==> src/rtl/pdn_pkg.sv <==
package pdn_pkg;

    typedef enum logic [1:0] {
        ST_INIT  = 2'd0,
        ST_RUN   = 2'd1,
        ST_SLEEP = 2'd2
    } pdn_state_e;

    localparam logic [1:0] MODE_SLEEP = 2'b10;

    // Default contents of configuration register at host address idx.
    function automatic logic [31:0] cfg_default(input int unsigned idx);
        return 32'(idx * 37 + 5);
    endfunction

endpackage

==> src/rtl/pdn_seq.sv <==
module pdn_seq
    import pdn_pkg::*;
(
    input  logic       clk,
    input  logic       rst_n,
    input  logic [1:0] mode,
    output pdn_state_e state,
    output logic       clr_now,
    output logic       cap_now,
    output logic       strap_stb,
    output logic       sub_en,
    output logic       cfg_clr
);

    typedef struct packed {
        pdn_state_e st;
        logic       stb;
        logic       en;
        logic       clr;
    } seq_t;

    seq_t seq_d, seq_q;

    always_comb begin
        seq_d = seq_q;
        unique case (seq_q.st)
            ST_INIT:  seq_d.st = ST_RUN;
            ST_RUN:   if (mode == MODE_SLEEP) seq_d.st = ST_SLEEP;
            ST_SLEEP: if (mode != MODE_SLEEP) seq_d.st = ST_RUN;
            default:  seq_d.st = ST_INIT;
        endcase
        seq_d.stb = (seq_q.st != ST_RUN) && (seq_d.st == ST_RUN);
        seq_d.en  = (seq_q.st == ST_RUN) && (seq_d.st == ST_RUN);
        seq_d.clr = (seq_q.st == ST_RUN) && (seq_d.st == ST_SLEEP);
    end

    always_ff @(posedge clk or negedge rst_n) begin
        if (!rst_n) begin
            seq_q <= '{st: ST_INIT, stb: 1'b0, en: 1'b0, clr: 1'b0};
        end else begin
            seq_q <= seq_d;
        end
    end

    assign state     = seq_q.st;
    assign clr_now   = seq_d.clr;
    assign cap_now   = seq_d.stb;
    assign strap_stb = seq_q.stb;
    assign sub_en    = seq_q.en;
    assign cfg_clr   = seq_q.clr;

endmodule

==> src/rtl/pdn_regs.sv <==
module pdn_regs
    import pdn_pkg::*;
#(
    parameter int DATA_W  = 8,
    parameter int NUM_CFG = 6,
    parameter int ADDR_W  = 3
) (
    input  logic              clk,
    input  logic              rst_n,
    input  logic              we,
    input  logic [ADDR_W-1:0] addr,
    input  logic [DATA_W-1:0] wdata,
    input  logic              open,
    input  logic              clear,
    output logic [1:0]        mode,
    output logic [DATA_W-1:0] rdata
);

    typedef struct packed {
        logic [1:0]                         mode;
        logic [NUM_CFG-1:0][DATA_W-1:0]     cfg;
    } regs_t;

    regs_t regs_d, regs_q;
    logic [NUM_CFG-1:0][DATA_W-1:0] dflt;

    for (genvar k = 0; k < NUM_CFG; k++) begin : g_dflt
        assign dflt[k] = DATA_W'(cfg_default(k + 1));
    end

    always_comb begin
        regs_d = regs_q;
        if (we && addr == '0) begin
            regs_d.mode = wdata[1:0];
        end
        for (int k = 0; k < NUM_CFG; k++) begin
            if (clear) begin
                regs_d.cfg[k] = dflt[k];
            end else if (we && open && addr == ADDR_W'(k + 1)) begin
                regs_d.cfg[k] = wdata;
            end
        end
    end

    always_ff @(posedge clk or negedge rst_n) begin
        if (!rst_n) begin
            regs_q <= '{mode: 2'b00, cfg: dflt};
        end else begin
            regs_q <= regs_d;
        end
    end

    always_comb begin
        rdata = '0;
        if (addr == '0) begin
            rdata[1:0] = regs_q.mode;
        end else if (open) begin
            for (int k = 0; k < NUM_CFG; k++) begin
                if (addr == ADDR_W'(k + 1)) rdata = regs_q.cfg[k];
            end
        end
    end

    assign mode = regs_q.mode;

endmodule

==> src/rtl/pdn_strap.sv <==
module pdn_strap #(
    parameter int STRAP_W = 4
) (
    input  logic               clk,
    input  logic               rst_n,
    input  logic               capture,
    input  logic [STRAP_W-1:0] pins,
    output logic [STRAP_W-1:0] latched
);

    logic [STRAP_W-1:0] lat_d, lat_q;

    always_comb begin
        lat_d = lat_q;
        if (capture) lat_d = pins;
    end

    always_ff @(posedge clk or negedge rst_n) begin
        if (!rst_n) lat_q <= '0;
        else        lat_q <= lat_d;
    end

    assign latched = lat_q;

endmodule

==> src/rtl/pdn_ctrl.sv <==
module pdn_ctrl
    import pdn_pkg::*;
#(
    parameter int  DATA_W   = 8,
    parameter int  NUM_CFG  = 6,
    parameter int  NUM_PLL  = 3,
    parameter int  NUM_PORT = 2,
    parameter int  STRAP_W  = 4,
    localparam int ADDR_W   = $clog2(NUM_CFG + 1)
) (
    input  logic                clk,
    input  logic                rst_n,
    input  logic                host_we,
    input  logic [ADDR_W-1:0]   host_addr,
    input  logic [DATA_W-1:0]   host_wdata,
    output logic [DATA_W-1:0]   host_rdata,
    input  logic [STRAP_W-1:0]  strap_in,
    output logic [STRAP_W-1:0]  strap_cfg,
    output logic                strap_stb,
    output logic [NUM_PLL-1:0]  pll_clk_en,
    output logic [NUM_PORT-1:0] phy_en,
    output logic [NUM_PORT-1:0] mac_en,
    output logic                cfg_clr,
    output logic                pwrdn
);

    pdn_state_e state;
    logic [1:0] mode;
    logic       clr_now, cap_now, sub_en;

    pdn_seq u_seq (
        .clk       (clk),
        .rst_n     (rst_n),
        .mode      (mode),
        .state     (state),
        .clr_now   (clr_now),
        .cap_now   (cap_now),
        .strap_stb (strap_stb),
        .sub_en    (sub_en),
        .cfg_clr   (cfg_clr)
    );

    pdn_regs #(
        .DATA_W  (DATA_W),
        .NUM_CFG (NUM_CFG),
        .ADDR_W  (ADDR_W)
    ) u_regs (
        .clk   (clk),
        .rst_n (rst_n),
        .we    (host_we),
        .addr  (host_addr),
        .wdata (host_wdata),
        .open  (state == ST_RUN),
        .clear (clr_now),
        .mode  (mode),
        .rdata (host_rdata)
    );

    pdn_strap #(
        .STRAP_W (STRAP_W)
    ) u_strap (
        .clk     (clk),
        .rst_n   (rst_n),
        .capture (cap_now),
        .pins    (strap_in),
        .latched (strap_cfg)
    );

    for (genvar g = 0; g < NUM_PLL; g++) begin : g_pll
        assign pll_clk_en[g] = sub_en;
    end

    for (genvar p = 0; p < NUM_PORT; p++) begin : g_port
        assign phy_en[p] = sub_en;
        assign mac_en[p] = sub_en;
    end

    assign pwrdn = (state == ST_SLEEP);

endmodule

==> config.mk <==
export PLATFORM = sky130hd
export DESIGN_NAME = pdn_ctrl
export DESIGN_NICKNAME = d
export VERILOG_FILES = /design/src/rtl/pdn_pkg.sv /design/src/rtl/pdn_seq.sv /design/src/rtl/pdn_regs.sv /design/src/rtl/pdn_strap.sv /design/src/rtl/pdn_ctrl.sv
export SDC_FILE = /design/constraint.sdc
export NUM_CORES = 1
export LEC_CHECK = 0
export CORE_AREA = 2 2 69 97
export CTS_CLUSTER_SIZE = 12
export DETAILED_ROUTE_END_ITERATION = 8
export DIE_AREA = 0 0 71 99
export PLACE_DENSITY_LB_ADDON = 0.12
export SLEW_MARGIN = 30
export SYNTH_ARGS = -nofsm -noshare
export SYNTH_HDL_FRONTEND = slang
export SYNTH_SLANG_ARGS = --single-unit
export TNS_END_PERCENT = 30
==> constraint.sdc <==
create_clock -name clk -period 2 [get_ports clk]
set_input_delay 0.4 -clock clk [delete_from_list [all_inputs] [get_ports clk]]
set_output_delay 0.4 -clock clk [all_outputs]
set_load 0.1 [all_outputs]
; After elaboration in Yosys (flattened, before gate mapping)
; Cells that the tools add are included.
[classes]
eq_ne = 13
muxes = 24
n_reduce_logical = 19
[op_table]
columns = op, n
row1 = $mux 8, 19
row2 = $reduce_bool 2->1, 6
row3 = $logic_and 1x1->1, 11
row4 = $eq 3x3->1 const B, 3
row5 = $eq 2x2->1 const B, 3
row6 = $eq 3x2->1 const B, 2
row7 = $mux 2, 3
row8 = $mux 6, 1
row9 = $pmux 2 s3, 1
row10 = $eq 2x1->1 const B, 2
row11 = $eq 3x1->1 const B, 1
row12 = $logic_not 3->1, 1
row13 = $logic_not 2->1, 1
row14 = $ne 2x1->1 const B, 1
row15 = $ne 2x2->1 const B, 1
[word_totals]
reg_bits = 59
in_bits = 18
out_inout_bits = 22
elab_cells = 68

; Depth between registers and ports, before layout
; Gate-level depths: netlist of run 1.
[logic_depth]
ltp_word = 9
ltp_mapped = 6
mapped_depth_nobuf = 4

; Cells and area by module
; A second synthesis of run 1 with hierarchy kept.
[unflattened]
cells_unflattened = 317
area_unflattened_um2 = 3201.8
[by_module_without_submodules]
columns = mod, instances, cells_each, area_per_inst_um2, seq_area_each_um2
row1 = pdn_regs, 1, 284, 2793.9, 1285.0
row2 = pdn_seq, 1, 16, 195.2, 125.1
row3 = pdn_strap, 1, 8, 145.1, 100.1
row4 = pdn_ctrl, 1, 9, 67.6, 0.0

; Least setup slack after synthesis of run 1
; No wires, ideal clock.
[synth_timing]
kind = input -> output
startpoint = in host_addr[1]
endpoint = out host_rdata[0]
arrival_time_ps = 1797
t_required_ps = 1600
path_slack_ps = -197
cell_stages = 5
path_buffers = 2
path_cell_list = buf_2 buf_2 nor2_1 o211ai_1 a32o_1
[synth_via]
elab_chain_len = 9
elab_cells_between_ends = 15
cone_classes = 6 x eq/ne / 8 x mux / 1 x reduce/logical
[synth_rtl]
columns = item, line_no
row1 = from (decl), pdn_ctrl.sv:14  ; input logic [ADDR_W-1:0] host_addr,
row2 = $eq 3x1->1, pdn_regs.sv:59  ; if (addr == ADDR_W'(k + 1)) rdata = regs_q.cfg[k];
row3 = $mux 8 (6 in series), pdn_regs.sv:59
row4 = $mux 8, pdn_regs.sv:57  ; end else if (open) begin
row5 = $mux 2 *, pdn_regs.sv:55  ; if (addr == '0) begin
row6 = to (decl), pdn_ctrl.sv:16  ; output logic [DATA_W-1:0] host_rdata,
; Every way passes the cells marked *; elsewhere a longest branch is shown, timed or not.

; Final worst setup path of run 1
[layout_timing]
startpoint = reg u_regs.regs_q[16]
endpoint = out host_rdata[0]
[layout_via]
elab_chain_len = 6
[layout_rtl]
columns = item, line_no
row1 = from (decl), pdn_regs.sv:24  ; regs_t regs_d, regs_q;
row2 = from (signal assigned), pdn_regs.sv:47  ; regs_q <= '{mode: 2'b00, cfg: dflt};
row3 = from (signal assigned), pdn_regs.sv:49  ; regs_q <= regs_d;
row4 = $mux 8 (4 in series), pdn_regs.sv:59
row5 = $mux 8, pdn_regs.sv:57
row6 = $mux 2, pdn_regs.sv:55
; Every way passes these cells.

==> metrics.txt, run 1 <==
fin crit share=1.08; Core ar.=slightly above 6000 sq um; H-tree depth=3; crit-path max FO=2; # IOs=40; DRT met1 WL=approximately 3300 um; DRC errors left=0; ys async rst share=1.00; total gr overflow=0; minimum clock period=2.16 ns; largest net degree at the start of global routing=60; CTS tree=built; register area share after synthesis=0.503; Cell Rows=34; Vias/cell=5.75; Combinational Power Share=0.526; Detailed Route WL=slightly above 8000 um; final setup fails=8; Clock power frac=0.166; status=finished with violations; syn nets=301; syn avg cell area=between 10 and 15 sq um; Initial DRT Pass Iterations=4; flops & latches, synth=59; initial antenna violation count=0; Cells after Synth=283; maximum VDD drop=about 1.0 mV; violated checks=negative setup slack; Setup WS pre-CTS=-0.602 ns; fin. max-slew vios=0; total CTS buffers=9; Setup WS post-layout=-0.155 ns; number of fill cells in the layout=460; sequential share of power=0.308; final core utilization=0.673; endpoints failing hold=0; Post-Layout Inst Area=approximately 4200 sq um; P_sw=roughly 0.0030 W; Slew headroom=0.592; Ant. Diodes=0; port buffer count=39; clk_skew=~0.0063 ns; Register Area=1510 sq um; P&R area growth vs syn=38.3%; Net count, final=between 300 and 400; hold_buf cts=0; routability cong.=0.840; initial core utilization=0.487; Ys Warns=0; chip width=71 um; Worst-Skew Late Latency=roughly 0.35 ns; Post-synth EDFFs=0; crit path DAT=around 1.8 ns; Sink Count=slightly below 60; Die Ht=99 um; commonest non-fill, non-tap cell in the layout=mux2i_1; clk buf depth=2; Max Cap Viol=0; Reg clk slew, reported paths=0.07 ns; mean routed wirelength per cell=18.9 um; Top FF cell, synth=dfrtp_1; Worst Path Required=1.60 ns; post-synth cell types=40; vias=between 2000 and 2500; Slew @ Worst Pin=between 0.6 and 0.7 ns; max layer used=met4; total die area=7030 sq um; Mapped Area=approximately 3000 sq um; Leak=around 2 nW; Sw Share=0.457; share of cells above drive strength 1=0.412; crit end category=output pin; setup_tns=-0.619 ns; R2R Setup Slk=roughly 0.17 ns; Int Power=about 0.0035 W; Final ANT Viol Nets=0; clk root buf=clkbuf_8; Hold Path Class=input port to asynchronous set/reset pin; startpoint types=register; area taken by multi-input logic gates=between 1000 and 1500 sq um; total track usage=0.249; RSZ-0062 raised after global routing=yes; Initial DRC Count=around 110; detailed route wirelength on metal3=317 um; most frequent cells in the layout=mux2i_1, buf_4, nand2_1; dpl cell area=approximately 3800 sq um; Setup CP Type=register to output pin; first-pass GRT wire length=approximately 13000 um; via count of the first global-routing pass=2571; DP HPWL=5430 um; PwrDens=around 1600 nW/um^2; met2 WL=between 4000 and 5000 um; Max Freq=464 MHz
==> cell type report <==
cell class,count,area share
multi-input combinational,196,0.346
tap,72,0.0217
clock inverter,5,0.0127
clock buffer,11,0.0340
timing repair buffer,83,0.219
inverter,3,0.00271
sequential,59,0.364
==> flip-flops by register name, summed over array words and instances (netlist names) <==
name             flops
u_regs.regs_q       48
u_regs.mode          2
u_strap.latched      4
u_seq.sub_en         1
u_seq.cfg_clr        1
u_seq.state          2
u_seq.strap_stb      1
==> layer usage <==
metal	GRT usage	vias to the layer above
met2	0.426	75
li1	-	1131
met3	0.0491	23
met4	0.123	0
met1	0.293	1239
met5	0	-
==> synthesized netlist by cell type (all sizes together) (2+ instances only) <==
library cell / number / area share
a22oi: 2 / 0.0050
o21bai: 3 / 0.0075
o21ai: 13 / 0.022
nand2: 36 / 0.046
nand2b: 6 / 0.013
dfstp: 27 / 0.24
buf: 24 / 0.052
nor3: 2 / 0.0050
nor2: 23 / 0.029
o22ai: 5 / 0.010
o21a: 6 / 0.015
a32o: 2 / 0.0067
nand3: 4 / 0.0067
a22o: 5 / 0.015
nor2b: 6 / 0.013
a221o: 2 / 0.0067
dfrtp: 32 / 0.27
o211ai: 2 / 0.0050
mux2: 8 / 0.031
a21oi: 17 / 0.028
mux2i: 44 / 0.15
inv: 3 / 0.0037
==> worst max-delay path: stages, from the launching register on <==
cell and delay (ns):
dfrtp_1 0.40, mux2_4 0.27, a221o_1 0.31, a32o_2 0.26, buf_12 0.17
==> power by group through the flow <==
stage	clock network, W	registers (W)	logic [W]
5_1_grt	0.00116	0.00206	0.00358
6_report	0.00108	0.00201	0.00343
2_1_floorplan	0	0.00231	0.00192
3_5_place_dp	0	0.00201	0.00326
4_1_cts	0.00109	0.00201	0.00338
3_3_place_gp	0	0.00200	0.00323
==> what timing repair did <==
item	4_1_cts	5_1_grt
buffers inserted	3	3
gates cloned	1	0
gates resized for setup	38	8
pin swaps	10	3
hold endpoints to repair	0	0
endpoints found under the setup margin	16	8
==> path summary, 6_finish.rpt <==
path / to / cells past startpoint / startpoint
min reg2reg: u_strap.latched[0] / 1 / u_strap.latched[0]
max in group asynchronous: u_regs.regs_q[10] / 2 / rst_n
min in group clk: u_strap.latched[0] / 1 / u_strap.latched[0]
max: host_rdata[0] / 4 / u_regs.regs_q[16]
min: u_regs.regs_q[43] / 2 / rst_n
max reg2reg: u_regs.regs_q[36] / 7 / u_seq.state[0]
==> cell families after synthesis <==
| group | count (synthesis) | synth area share |
|---|---|---|
| simple gates | 83 | 0.130 |
| compound gates | 61 | 0.133 |
| mux | 52 | 0.178 |
| flops | 59 | 0.503 |
| buf+inv | 28 | 0.0567 |
==> per-stage QoR <==
step / power, W / cells / hold WS (ns)
floorplan: 0.00423 / 283 / 0.104
global placement: 0.00523 / 406 / 0.426
detailed placement: 0.00527 / 406 / 0.431
CTS: 0.00648 / 426 / 0.0591
global route: 0.00680 / 429 / 0.0683
finish: 0.00652 / 429 / 0.0304
Note: power is estimated with default switching activity, not from simulation.
==> inputs of run 2 (changes only) <==
Settings changed: CTS_CLUSTER_SIZE 12 to default.
==> results of run 2 <==
Final layout, timing and power as in run 1 (identical DEF).
